## src/rtl/sff_pkg.sv

```systemverilog
package sff_pkg;

  // Variant of the emulated storage element
  typedef enum logic [1:0] {
    FFM_PLAIN  = 2'd0,
    FFM_ARST   = 2'd1,
    FFM_SETCLR = 2'd2
  } ffm_e;

  // Map a raw level to "active" under a polarity (1 = active high)
  function automatic logic lvl_on(input logic v, input bit pol);
    return pol ? v : ~v;
  endfunction

endpackage

```

## src/rtl/sff_clk_edge.sv

```systemverilog
module sff_clk_edge
  import sff_pkg::*;
#(
  parameter bit CLK_POL = 1'b1
) (
  input  logic clk,
  input  logic rst_n,
  input  logic mclk,
  output logic act_edge
);

  logic pclk_q;
  logic pclk_n;

  // next state: record the modelled clock every global cycle
  always_comb begin
    pclk_n = mclk;
  end

  // power-up value equals the active level, so no spurious edge at wake
  always_ff @(posedge clk or negedge rst_n) begin
    if (!rst_n) pclk_q <= CLK_POL;
    else        pclk_q <= pclk_n;
  end

  assign act_edge = lvl_on(mclk, CLK_POL) & ~lvl_on(pclk_q, CLK_POL);


  no_edge_at_wake_chk: assert property (@(posedge clk) disable iff (!rst_n)
    !$past(rst_n) |-> !act_edge);

endmodule

```

## src/rtl/sff_hist.sv

```systemverilog
module sff_hist #(
  parameter int WIDTH = 8
) (
  input  logic             clk,
  input  logic             rst_n,
  input  logic [WIDTH-1:0] d_now,
  input  logic [WIDTH-1:0] q_now,
  output logic [WIDTH-1:0] d_past,
  output logic [WIDTH-1:0] q_past
);

  logic [WIDTH-1:0] d_nxt;
  logic [WIDTH-1:0] q_nxt;

  always_comb begin
    d_nxt = d_now;
    q_nxt = q_now;
  end

  always_ff @(posedge clk or negedge rst_n) begin
    if (!rst_n) begin
      d_past <= '0;
      q_past <= '0;
    end else begin
      d_past <= d_nxt;
      q_past <= q_nxt;
    end
  end

endmodule

```

## src/rtl/sff_rst_hold.sv

```systemverilog
module sff_rst_hold
  import sff_pkg::*;
#(
  parameter bit RST_POL = 1'b1
) (
  input  logic clk,
  input  logic rst_n,
  input  logic mrst,
  output logic rst_on
);

  logic prst_q;
  logic prst_n;

  always_comb begin
    prst_n = mrst;
  end

  // recorded reset starts at the inactive level
  always_ff @(posedge clk or negedge rst_n) begin
    if (!rst_n) prst_q <= ~RST_POL;
    else        prst_q <= prst_n;
  end

  // asserted if the reset is active now or was active one sample ago
  generate
    if (RST_POL) begin : g_hi
      assign rst_on = mrst | prst_q;
    end else begin : g_lo
      assign rst_on = ~(mrst & prst_q);
    end
  endgenerate


  rst_tail_chk: assert property (@(posedge clk) disable iff (!rst_n)
    ($past(rst_n) && lvl_on($past(mrst), RST_POL)) |-> rst_on);

endmodule

```

## src/rtl/sff_force.sv

```systemverilog
module sff_force #(
  parameter int WIDTH   = 8,
  parameter bit SET_POL = 1'b1,
  parameter bit CLR_POL = 1'b1
) (
  input  logic [WIDTH-1:0] mset,
  input  logic [WIDTH-1:0] mclr,
  output logic [WIDTH-1:0] set_act,
  output logic [WIDTH-1:0] clr_act
);

  for (genvar i = 0; i < WIDTH; i++) begin : g_bit
    if (SET_POL) begin : g_s_hi
      assign set_act[i] = mset[i];
    end else begin : g_s_lo
      assign set_act[i] = ~mset[i];
    end
    if (CLR_POL) begin : g_c_hi
      assign clr_act[i] = mclr[i];
    end else begin : g_c_lo
      assign clr_act[i] = ~mclr[i];
    end
  end

endmodule

```

## src/rtl/sclk_ff_emu.sv

```systemverilog
module sclk_ff_emu
  import sff_pkg::*;
#(
  parameter int               WIDTH     = 8,
  parameter ffm_e             MODE      = FFM_ARST,
  parameter bit               CLK_POL   = 1'b1,
  parameter bit               RST_POL   = 1'b1,
  parameter logic [WIDTH-1:0] RST_VALUE = '0,
  parameter bit               SET_POL   = 1'b1,
  parameter bit               CLR_POL   = 1'b1
) (
  input  logic             clk,
  input  logic             rst_n,
  input  logic             mclk,
  input  logic [WIDTH-1:0] md,
  input  logic             mrst,
  input  logic [WIDTH-1:0] mset,
  input  logic [WIDTH-1:0] mclr,
  output logic [WIDTH-1:0] q
);

  localparam bit USE_RST = (MODE == FFM_ARST);
  localparam bit USE_SC  = (MODE == FFM_SETCLR);

  logic             act_edge;
  logic [WIDTH-1:0] d_past;
  logic [WIDTH-1:0] q_past;
  logic             rst_on;
  logic [WIDTH-1:0] set_act;
  logic [WIDTH-1:0] clr_act;
  logic [WIDTH-1:0] qval;
  logic [WIDTH-1:0] q_n;
  logic             frc_any;

  sff_clk_edge #(.CLK_POL(CLK_POL)) u_edge (
    .clk      (clk),
    .rst_n    (rst_n),
    .mclk     (mclk),
    .act_edge (act_edge)
  );

  sff_hist #(.WIDTH(WIDTH)) u_hist (
    .clk    (clk),
    .rst_n  (rst_n),
    .d_now  (md),
    .q_now  (q),
    .d_past (d_past),
    .q_past (q_past)
  );

  sff_rst_hold #(.RST_POL(RST_POL)) u_rhold (
    .clk    (clk),
    .rst_n  (rst_n),
    .mrst   (mrst),
    .rst_on (rst_on)
  );

  sff_force #(.WIDTH(WIDTH), .SET_POL(SET_POL), .CLR_POL(CLR_POL)) u_force (
    .mset    (mset),
    .mclr    (mclr),
    .set_act (set_act),
    .clr_act (clr_act)
  );

  // output selection: edge picks recorded D, else recorded Q
  always_comb begin
    qval = act_edge ? d_past : q_past;
    q_n  = qval;
    if (USE_SC) begin
      q_n = (qval | set_act) & ~clr_act;
    end
    if (USE_RST && rst_on) begin
      q_n = RST_VALUE;
    end
  end

  assign q = q_n;

  assign frc_any = (USE_RST && rst_on) || (USE_SC && ((|set_act) || (|clr_act)));


  edge_load_chk: assert property (@(posedge clk) disable iff (!rst_n)
    ($past(rst_n) && (mclk == CLK_POL) && ($past(mclk) != CLK_POL) && !frc_any)
      |-> (q == $past(md)));


  hold_chk: assert property (@(posedge clk) disable iff (!rst_n)
    ($past(rst_n) && !((mclk == CLK_POL) && ($past(mclk) != CLK_POL)) && !frc_any)
      |-> (q == $past(q)));

  generate
    if (USE_RST) begin : g_rst_chk

      rst_val_chk: assert property (@(posedge clk) disable iff (!rst_n)
        (mrst == RST_POL) |-> (q == RST_VALUE));
    end
    if (USE_SC) begin : g_sc_chk

      clr_win_chk: assert property (@(posedge clk) disable iff (!rst_n)
        ((q & clr_act) == '0));

      set_force_chk: assert property (@(posedge clk) disable iff (!rst_n)
        (((set_act & ~clr_act) & ~q) == '0));
    end
  endgenerate

endmodule

```

## config.mk

```make
export PLATFORM = sky130hd
export DESIGN_NAME = sclk_ff_emu
export DESIGN_NICKNAME = d
export VERILOG_FILES = /design/src/rtl/sff_pkg.sv /design/src/rtl/sff_clk_edge.sv /design/src/rtl/sff_hist.sv /design/src/rtl/sff_rst_hold.sv /design/src/rtl/sff_force.sv /design/src/rtl/sclk_ff_emu.sv
export SDC_FILE = /design/constraint.sdc
export NUM_CORES = 1
export LEC_CHECK = 0
export BUFFER_PORTS_ARGS = -buffer_cell sky130_fd_sc_hd__buf_2
export CORE_MARGIN = 2
export CORE_UTILIZATION = 29
export DETAILED_ROUTE_END_ITERATION = 12
export GPL_ROUTABILITY_DRIVEN = 0
export SYNTH_ARGS = -nofsm -noshare
export SYNTH_HDL_FRONTEND = slang
export SYNTH_SLANG_ARGS = --single-unit
```

## constraint.sdc

```tcl
create_clock -name clk -period 2.3 [get_ports clk]
set_input_delay 0.23 -clock clk [delete_from_list [all_inputs] [get_ports clk]]
set_output_delay 0.23 -clock clk [all_outputs]
set_load 0.01 [all_outputs]
```

==> results of run 1 <==
==> final timing paths <==
kind,endpoint,cells past startpoint
setup / recovery,q[2],4
min in group asynchronous,u_hist.q_past[3],2
max in group asynchronous,u_edge.pclk_q,2
hold / removal,u_hist.d_past[3],1
setup reg to reg,u_hist.q_past[2],3
hold reg to reg,u_hist.q_past[0],2
==> flip-flops by register name, indices dropped and copies added, names as in the netlist <==
register and cells:
u_rhold.prst_q 1, u_edge.pclk_q 1, u_hist.q_past 8, u_hist.d_past 8
==> repair_timing <==
item                      in CTS  in global routing
hold buffers                   1                  0
hold endpoints to repair      17                  0
resized for setup              0                  0
==> routing by layer <==
metal	vias to the layer above	global-route usage	wire length, um
li1	163	-	-
met4	0	0.0694	27
met2	16	0.137	471
met3	2	0.0521	73
met5	-	0	0
met1	170	0.0947	400
==> cells by family after synthesis <==
logic type | synth area share
buffers and inverters | 0.0272
flip-flops | 0.755
multiplexers | 0.134
AND/OR/NAND/NOR | 0.0837
==> layout make-up <==
cell class,count,share of cell area
sequential,18,0.597
multi-input combinational,18,0.172
timing repair buffer,20,0.139
clock buffer,4,0.0479
tap,27,0.0446
==> where the power goes <==
group	total [mW]	switching [mW]	internal (mW)
sequential	0.331	0.00282	0.329
clock	0.186	0.0892	0.0963
combinational	0.0384	0.0208	0.0176
==> metrics by stage <==
stage / power, mW / instance area (sq um) / std cells
2_1_floorplan: 0.356 / 598 / 38
3_3_place_gp: 0.374 / 711 / 82
3_5_place_dp: 0.375 / 711 / 82
4_1_cts: 0.566 / 757 / 87
5_1_grt: 0.584 / 757 / 87
6_report: 0.555 / 757 / 87
==> placed cells by master (no fill, tap or decap) <==
cell and count:
nand2b_4 1, dfstp_2 1, dfrtp_1 17, buf_2 19, mux2i_1 8, clkbuf_4 3
or2_1 1, clkbuf_8 1, dlygate4sd3_1 1, nor2_1 8
==> reports/summary.txt, run 1 <==
post-layout min period = 1680 ps
VDD IR max = 0.360 mV
CTS Sinks = 18
min-delay src = md[3]
Worst path slowest cell = dfstp_2
filler instances = 215
setup TNS = 0 ps
Yosys top cell area share = 0.711
leak pwr = 0.420 nW
Register Area = 452 sq um
Initial DRT Pass Iterations = 3
crit path kind = reg2out
H-tree levels = 1
Post-CTS Setup Bufs = 0
slowest stage delay, CP = 530 ps
Pwr per Cell Area = 734 nW/um^2
post-synthesis instance total = 38
worst-margin pin slew = 384 ps
Req. time, crit path = 2070 ps
R2R Setup Slk = 1170 ps
Async S/R FF share, synth = 1.00
status = complete, no violations
vias in the first global route = 341
Hold WS = 43.0 ps
worst-skew pair later-pin latency = 280 ps
crit path DAT = 1450 ps
worst path bufs/invs = 1
Wirelength per Cell = 11.2 um
Root Buffer = clkbuf_4
Hold/Removal Path Class = in2reg
Layout Skew = 0.514 ps
FF+latch count, synth = 18
CP endpoint kind = primary output
Total Wirelength = 973 um
Max-cap violations = 0
drc violations = 0
syn_nets = 66
Seq/Total Area, Yosys = 0.755
syn_area_per_cell = 15.7 sq um
grt ovf = 0
crit path launch = u_edge.pclk_q
TritonCTS clock tree = done
final core utilization = 0.386
Max Fclk = 596 MHz
first-pass GRT wire length = 1550 um
core area = 1960 sq um
dpl ws = 930 ps
Top FF cell, synth = dfrtp_1
Slew HR = 0.744
Cell Area, Synth = 598 sq um
Initial Util = 0.305
final hold vios = 0
Inserted Clock Buffers = 3
max-slew violations = 0
Routed Antenna Nets = 0
unrepaired setup endpoints after global routing = false
ranking of synthesized cells by area = dfrtp_1, mux2i_1, nor2_1
GRT Total Usage = 0.0919
Ports = 36
fin nets = 89
die width = 49.4 um
most numerous cell in the Yosys netlist = dfrtp_1
die height = 49.4 um
initial DRC count = 3
leading area contributor after synthesis = dfrtp_1
library cells used by synthesis = 8
Vias = 351
pin count of the biggest net entering global routing = 19
worst-path fanout max = 8
final period utilization = 0.730
Commonest cells post-synth = dfrtp_1, mux2i_1, nor2_1
cell-by-cell trace of the critical path = nand2b_4 > mux2i_1 > nor2_1 > buf_2
EDFF count, synth = 0
antenna violations before repair = 0
Multi-input gate area = 130 sq um
Rows = 16
Finish-stage setup viols = 0
count of buffers from port buffering = 19
Setup crit start kind = register
Final Worst Setup Slack = 621 ps
diode count = 0
YS warnings = 0
critical path's top delay family = flip-flops
Clk pin slew, worst setup/hold paths = 90 ps
Area Overhead vs Synth = 26.6%
clk buf depth = 2
die area = 2440 sq um
layout cells sized above 1 = 0.417
vias per std cell = 4.03
origin of the critical flop-to-flop path = u_edge.pclk_q
Power figures use the tool's default switching activity.
==> inputs of run 2 (changes only) <==
clock period = 1.7 ns   (was 2.3 ns; I/O delays follow)
==> reports/summary.txt, run 2 (synthesis results as in run 1) <==
status = complete, no violations
Clk pin slew, worst setup/hold paths = 100 ps (about the same)
worst-skew pair later-pin latency = 280 ps (about the same)
vias in the first global route = 367 (+7.6%)
Initial Util = 0.305 (unchanged)
R2R depth = 3 (unchanged)
max-slew violations = 0 (unchanged)
count of buffers from port buffering = 19 (unchanged)
most frequent cells in the layout = buf_2, dfrtp_1, dlygate4sd3_1, mux2i_1, nor2_1
VDD IR max = 0.468 mV (+30%)
Finish-stage setup viols = 0 (unchanged)
Placed Cells = 82 (unchanged)
Layout Skew = 2.83 ps (+2.31 ps)
Setup crit start kind = register
crit path DAT = 1450 ps (about the same)
Hold WS = 339 ps (+296 ps)
drc violations = 0 (unchanged)
final hold vios = 0 (unchanged)
crit path kind = reg2out
Req. time, crit path = 1530 ps (-540 ps)
worst path bufs/invs = 1 (unchanged)
first-pass GRT wire length = 1700 um (+9.8%)
die height = 49.4 um (unchanged)
worst-margin pin slew = 389 ps (+5.18 ps)
Initial DRT Pass Iterations = 2 (-1)
CTS Sinks = 18 (unchanged)
fin nets = 99 (+11%)
Worst path slowest cell = dfstp_2
H-tree levels = 1 (unchanged)
leak pwr = 0.463 nW (+10%)
final period utilization = 0.954
Slew HR = 0.741 (-0.00345)
die width = 49.4 um (unchanged)
slowest stage delay, CP = 530 ps (about the same)
Hold/Removal Path Class = in2async
filler instances = 211 (-1.9%)
post-layout min period = 1620 ps
Rows = 16 (unchanged)
core area = 1960 sq um (unchanged)
final cell count without fillers = 97 (+11%)
worst-path fanout max = 8 (unchanged)
critical path's top delay family = flip-flops
Post-CTS Setup Bufs = 0 (unchanged)
Pwr per Cell Area = 897 nW/um^2 (+22%)
Tot Pwr = 0.771 mW (+39%)
Max-cap violations = 0 (unchanged)
unrepaired setup endpoints after global routing = true
origin of the critical flop-to-flop path = u_edge.pclk_q
Routed Antenna Nets = 0 (unchanged)
Multi-input gate area = 133 sq um (+1.9%)
pin count of the biggest net entering global routing = 19 (unchanged)
die area = 2440 sq um (unchanged)
antenna violations before repair = 0 (unchanged)
Total Wirelength = 1060 um (+8.9%)
Area Overhead vs Synth = 43.7%
vias per std cell = 4.01 (-0.60%)
initial DRC count = 2 (-1)
Root Buffer = clkbuf_4
grt ovf = 0 (unchanged)
Ports = 36 (unchanged)
GRT Total Usage = 0.0996 (+0.00775)
Vias = 389 (+11%)
Post-Place Cell Area = 711 sq um (unchanged)
Max Fclk = 617 MHz
Inserted Clock Buffers = 3 (unchanged)
CP Depth = 4 (unchanged)
cell-by-cell trace of the critical path = nand2b_4 > mux2i_1 > nor2_1 > buf_2
CP endpoint kind = primary output
clk buf depth = 2 (unchanged)
Register Area = 452 sq um (unchanged)
Largest regs = u_hist.d_past: 8 flops, u_hist.q_past: 8 flops
commonest non-fill, non-tap cell in the layout = buf_2
TritonCTS clock tree = done
final instance area = 860 sq um (+14%)
crit path launch = u_edge.pclk_q
layout cells sized above 1 = 0.371 (-0.0452)
dpl ws = 390 ps (-540 ps)
Wirelength per Cell = 10.9 um (-2.3%)
diode count = 0 (unchanged)
Final Worst Setup Slack = 78.2 ps (-543 ps)
[run 2: changes by cell type in the layout (fill, tap and decap cells not counted), sizes merged]
cell / delta
dlygate4sd3: +10
[run 2: worst paths after layout]
check	slack (ps)	to
min	340	u_hist.d_past[4]
max in group asynchronous	1050	u_edge.pclk_q
min reg2reg	530	u_hist.q_past[0]
min in group clk	510	u_hist.d_past[0]
max reg2reg	560	u_hist.q_past[2]
max	80	q[2]
[run 2: timing repair]
item                                    4_1_cts  5_1_grt
gates resized for setup                       0        1
endpoints found under the setup margin        0        6
hold buffers                                 11        0
endpoints found under the hold margin        27        0
[run 2: per-layer routing]
layer	up-vias	track usage	share of wire	routed length (um)
li1	184	-	-	-
met5	-	0	0	0
met3	2	0.0460	0.051	54
met4	0	0.0694	0.025	27
met1	187	0.106	0.41	436
met2	16	0.155	0.51	541
[run 2: per-stage QoR]
stage | utilization | TNS [ps]
2_1_floorplan | - | 0
3_3_place_gp | 0.362 | 0
3_5_place_dp | 0.362 | 0
4_1_cts | 0.437 | 0
5_1_grt | 0.438 | -9.00
6_report | 0.438 | 0
[run 2: report_power, final]
group	total, mW	leakage, nW	switching [mW]	internal (mW)
Combinational	0.0707	0.216	0.0310	0.0398
Clock	0.251	0.0210	0.121	0.130
Sequential	0.449	0.226	0.00400	0.445
Total	0.771	0.463	0.156	0.615
[run 2: layout make-up]
cell class	instances	area share
repair buffers	30	0.239
flip-flops and latches	18	0.525
well taps	27	0.0393
clock buffers	4	0.0422
multi-input cells	18	0.154
